### config.mk
export PLATFORM = sky130hd
export DESIGN_NAME = cfg_smbus_slave
export DESIGN_NICKNAME = d
export VERILOG_FILES = /design/src/rtl/cfg_smbus_slave.sv
export SDC_FILE = /design/constraint.sdc
export NUM_CORES = 1
export LEC_CHECK = 0
export BUFFER_PORTS_ARGS = -buffer_cell sky130_fd_sc_hd__buf_2
export CORE_ASPECT_RATIO = 1.4
export CORE_UTILIZATION = 50
export DETAILED_ROUTE_END_ITERATION = 12
export PLACE_DENSITY = 0.74
export SLEW_MARGIN = 20
export SYNTH_ARGS = -nofsm -noshare
export SYNTH_HDL_FRONTEND = slang
export SYNTH_SLANG_ARGS = --single-unit
### constraint.sdc
create_clock -name clk -period 3.15 [get_ports clk]
set_input_delay 0.4725 -clock clk [delete_from_list [all_inputs] [get_ports clk]]
set_output_delay 0.4725 -clock clk [all_outputs]
set_load 0.03 [all_outputs]
### src/rtl/cfg_smbus_slave.sv
module cfg_smbus_slave #(
  parameter logic [7:0] DEV_ADDR = 8'hD2,
  parameter int NREG = 8,
  parameter logic [NREG*8-1:0] RESET_IMAGE = 64'h0000_1300_375F_0B04
) (
  input  logic              clk,
  input  logic              rst_n,
  input  logic              scl_in,
  input  logic              sda_in,
  output logic              sda_pull,
  output logic [NREG*8-1:0] cfg_bank,
  output logic              sw_freq_sel,
  output logic [4:0]        freq_sel,
  output logic              tristate_all,
  output logic              sel_48mhz
);
  localparam int IW = $clog2(NREG + 1);

  typedef enum logic [2:0] {ST_IDLE, ST_ADDR, ST_CMD, ST_CNT, ST_DATA, ST_IGNORE} st_t;

  logic [1:0] scl_sync, sda_sync;
  logic       scl_q, sda_q;
  st_t        state;
  logic [2:0] bit_cnt;
  logic [6:0] shift;
  logic [1:0] ack_ph;
  logic [IW-1:0] byte_idx;
  logic [NREG*8-1:0] cfg_q;

  always_ff @(posedge clk or negedge rst_n)
    if (!rst_n) begin
      scl_sync <= 2'b11;
      sda_sync <= 2'b11;
      scl_q    <= 1'b1;
      sda_q    <= 1'b1;
    end else begin
      scl_sync <= {scl_sync[0], scl_in};
      sda_sync <= {sda_sync[0], sda_in};
      scl_q    <= scl_sync[1];
      sda_q    <= sda_sync[1];
    end

  wire scl_s    = scl_sync[1];
  wire sda_s    = sda_sync[1];
  wire start_c  = scl_s & scl_q & sda_q & ~sda_s;
  wire stop_c   = scl_s & scl_q & ~sda_q & sda_s;
  wire scl_rise = scl_s & ~scl_q;
  wire scl_fall = ~scl_s & scl_q;
  wire [7:0] rx_byte = {shift, sda_s};
  wire shifting = scl_rise && (ack_ph == 2'd0) &&
                  (state inside {ST_ADDR, ST_CMD, ST_CNT, ST_DATA});
  wire last_bit = shifting && (bit_cnt == 3'd7);

  always_ff @(posedge clk or negedge rst_n)
    if (!rst_n) begin
      state    <= ST_IDLE;
      bit_cnt  <= '0;
      shift    <= '0;
      ack_ph   <= '0;
      byte_idx <= '0;
      sda_pull <= 1'b0;
      cfg_q    <= RESET_IMAGE;
    end else if (start_c) begin
      state    <= ST_ADDR;
      bit_cnt  <= '0;
      ack_ph   <= '0;
      byte_idx <= '0;
      sda_pull <= 1'b0;
    end else if (stop_c) begin
      state    <= ST_IDLE;
      ack_ph   <= '0;
      sda_pull <= 1'b0;
    end else begin
      if (shifting) begin
        shift   <= rx_byte[6:0];
        bit_cnt <= bit_cnt + 3'd1;
      end
      if (last_bit) begin
        case (state)
          ST_ADDR:
            if (rx_byte == DEV_ADDR) begin
              state  <= ST_CMD;
              ack_ph <= 2'd1;
            end else state <= ST_IGNORE;
          ST_CMD: begin
            state  <= ST_CNT;
            ack_ph <= 2'd1;
          end
          ST_CNT: begin
            state  <= ST_DATA;
            ack_ph <= 2'd1;
          end
          default:
            if (byte_idx < IW'(NREG)) begin
              for (int i = 0; i < NREG; i++)
                if (byte_idx == IW'(i)) cfg_q[i*8 +: 8] <= rx_byte;
              byte_idx <= byte_idx + IW'(1);
              ack_ph   <= 2'd1;
            end else state <= ST_IGNORE;
        endcase
      end
      if (scl_fall) begin
        if (ack_ph == 2'd1) begin
          sda_pull <= 1'b1;
          ack_ph   <= 2'd2;
        end else if (ack_ph == 2'd2) begin
          sda_pull <= 1'b0;
          ack_ph   <= 2'd0;
        end
      end
    end

  assign cfg_bank     = cfg_q;
  assign sw_freq_sel  = cfg_q[3];
  assign tristate_all = cfg_q[0];
  assign freq_sel     = {cfg_q[2], cfg_q[1], cfg_q[6], cfg_q[5], cfg_q[4]};
  assign sel_48mhz    = cfg_q[30];

  AST_RESET_DEFAULTS: assert property (@(posedge clk) disable iff (!rst_n)
    $rose(rst_n) |-> cfg_q == RESET_IMAGE);
  AST_IGNORED_NO_WRITE: assert property (@(posedge clk) disable iff (!rst_n)
    (state == ST_IGNORE) |=> $stable(cfg_q));
  AST_WRITE_ON_EIGHTH: assert property (@(posedge clk) disable iff (!rst_n)
    (cfg_q != $past(cfg_q)) |-> $past(last_bit && state == ST_DATA));
  AST_PULL_WHILE_LOW: assert property (@(posedge clk) disable iff (!rst_n)
    $rose(sda_pull) |-> !scl_s);
  AST_IDLE_NO_PULL: assert property (@(posedge clk) disable iff (!rst_n)
    (state == ST_IDLE || state == ST_IGNORE) |-> !sda_pull);
  AST_IDX_BOUND: assert property (@(posedge clk) disable iff (!rst_n)
    byte_idx <= IW'(NREG));
endmodule

==> results.ini <==
[synthesis]
synthAdderAreaFrac_pct=2.97
muxShareOfSynthArea_pct=21.6
yosysMostFrequentCell=mux2_2
ys_seq_area_share_pct=60.1
yosysUniqueCellTypes=37
synth_common_cells=mux2_2, dfrtp_1, dfstp_2
synth-xor-area-share_pct=0.231
synthArstFlopShare_pct=100
synth-seq-cells=90
synthesis.nets=277
ys.flop_type=dfrtp_1
ys_top_cells_by_area=dfrtp_1, mux2_2, dfstp_2, ha_1, buf_4
synth_area_per_cell_um2=14.4
synth_top_area_share_pct=43.5
synth_edf_count=0
synthCells=264
synth_compound_gate_area_share_pct=3.49
netlist_area_mm2=0.00379
synth_area_leader_cell=dfrtp_1
yosysWarnings=0
synth_top_family_by_area=multiplexers
synthSimpleGateAreaFrac_pct=7.29

[critical_path]
arrival_ps=2450
path_max_fanout=8
end_kind=flop
worst-setup-path-type=reg2reg
crit_required_ps=3400
r2r_cells=4
worstSetupStartpointType=flop
ff2ff_setup_slack_ps=950

[grt]
antenna_found_initial=0
grt_max_degree=88
grt_pass1_wl_mm=11.9
grt_pass1_vias=2302
grt_overflow=0
grt.total_usage_pct=21.0

[placement]
place_congestion=0.801
dp_cells=417
dp_hpwl_mm=4.96
numPortBuffers=76

[clock_tree]
clock_path_buffers=2
insertion_delay_ps=360
htreeDepth=3
post_cts_buffers=0
cts_tree=done
cts_sinks=90
ctsHoldBuffers=0
clkTransAtPathRegs_ps=80
cts-resized-gates=0
clk_root_buffer_cell=clkbuf_8
cts_inserted_buffers=9

[sta]
maxSlewViolCount=0
fin_crit_ps=2200
fmax_mhz=455
finalClockSkew_ps=7.18
worst_pin_slew_ps=767
setup_violations=0
setup_tns_ps=0
hold_viol_final=0
rsz0062_at_grt=no
post-route-period-util_pct=69.8
slew_headroom_pct=48.9

[pwr]
leakage_nw=2.31
power_frac_seq_pct=62.0
comb_power_share_pct=5.8
intPower_mw=1.63
irDropWorstVdd_mv=0.348
switchingPower_mw=0.614
power.density_mw_per_mm2=515
p_clk_share_pct=32.2
netSwitchingFraction_pct=27.3

[route]
avgViaCountPerCell=5.33
drt_first_pass_iters=4
routedWlPerCell_um=17.4
ant_nets=0
drc=0
drt_iter0_drc=119
num_vias=2308
finalWirelength_mm=7.55

[die]
die_h_um=105
rows=37
die_w_um=75.6
dieArea_mm2=0.00795
start_util_pct=51.6
core_mm2=0.00736
ios=77

[layout]
fin_util_pct=59.3
fin_nets=344
drive_gt1_share_pct=58.3
synthToLayoutAreaGrowth_pct=15.0
stdcell_count=433
diodes=0

[hold_path]
hold_path.class=in2async

[run_status]
outcome=finished, final reports clean

[job]
cap_violations=0

[cell usage in the layout (no fill, tap or decap), types with 2 or more instances in the layout]
master | synthesis | final
nor4b_1 | 2 | 2
buf_4 | 14 | 2
nor2b_1 | 3 | 3
buf_2 | 1 | 75
mux2_1 | 2 | 2
clkinv_2 | 0 | 2
clkbuf_1 | 7 | 2
dfrtp_1 | 66 | 66
ha_1 | 9 | 9
nand4b_1 | 2 | 2
nand3_1 | 2 | 2
o21ai_0 | 5 | 5
mux2_2 | 69 | 69
a21oi_1 | 7 | 7
inv_1 | 7 | 7
o31ai_1 | 2 | 2
nand3_2 | 4 | 4
and3_1 | 4 | 4
clkbuf_8 | 0 | 12
nand2_1 | 13 | 13
dfstp_2 | 24 | 24
nor2_1 | 3 | 3
mux2i_1 | 2 | 2
[path summary, 6_finish.rpt]
| kind | to | from |
|---|---|---|
| hold / removal | sda_pull$_DFFE_PN0P_ | rst_n |
| setup reg to reg | cfg_bank[23]$_DFFE_PN0P_ | state[1]$_DFFE_PN0P_ |
| min in group clk | sda_sync[0]$_DFF_PN1_ | sda_in |
| max in group asynchronous | cfg_bank[17]$_DFFE_PN1P_ | rst_n |
| setup / recovery | cfg_bank[23]$_DFFE_PN0P_ | state[1]$_DFFE_PN0P_ |
| hold reg to reg | sda_sync[1]$_DFF_PN1_ | sda_sync[0]$_DFF_PN1_ |
[cell families after synthesis]
family / count (synthesis)
mux: 73
simple gates: 41
fa+ha+maj: 9
flops: 90
xor+xnor: 1
buf+inv: 29
compound gates: 21
[stage by stage]
| stage | hold slack [ps] | power (mW) | instance area [µm²] | setup slack [ps] |
|---|---|---|---|---|
| global placement | 346 | 1.54 | 4180 | 1020 |
| floorplan | 177 | 1.43 | 3790 | 1230 |
| detailed placement | 348 | 1.55 | 4180 | 971 |
| global route | 185 | 2.34 | 4360 | 840 |
| finish | 148 | 2.25 | 4360 | 952 |
| CTS | 194 | 2.27 | 4360 | 965 |
[sequential cells by signal, summed over array words and instances (netlist names), 2 cells and up]
name / count
state: 3
scl_sync: 2
ack_ph: 2
cfg_bank: 64
sda_sync: 2
byte_idx: 4
bit_cnt: 3
shift: 7
[worst max-delay path, stage by stage, from the launching register on]
cell and delay (ps):
dfrtp_1 460, or4b_4 610, nor3_2 200, and3_1 430
mux2_2 380
[routing by layer]
layer / vias up / share of wire, % / track usage (%)
met5: - / 0 / 0
met4: 0 / 1.9 / 7.80
met3: 12 / 4.4 / 6.36
met2: 47 / 52 / 33.3
met1: 1198 / 41 / 26.5
li1: 1051 / - / -
[power groups by stage]
| stage | Combinational (mW) | Clock [mW] | Sequential, mW |
|---|---|---|---|
| after floorplan | 0.164 | 0 | 1.27 |
| after global placement | 0.128 | 0 | 1.41 |
| after detailed placement | 0.133 | 0 | 1.42 |
| after CTS | 0.133 | 0.745 | 1.39 |
| after global routing | 0.150 | 0.786 | 1.41 |
| final | 0.131 | 0.724 | 1.39 |
[final cells by class]
type	count	area, µm²
Clock inverter	2	10.0
Multi-Input combinational cell	145	1350
Inverter	7	26.3
Clock buffer	14	173
Sequential cell	90	2280
Timing Repair Buffer	78	402
Fill cell	603	3000
Tap cell	97	121
(Power assumes the default switching activity.)
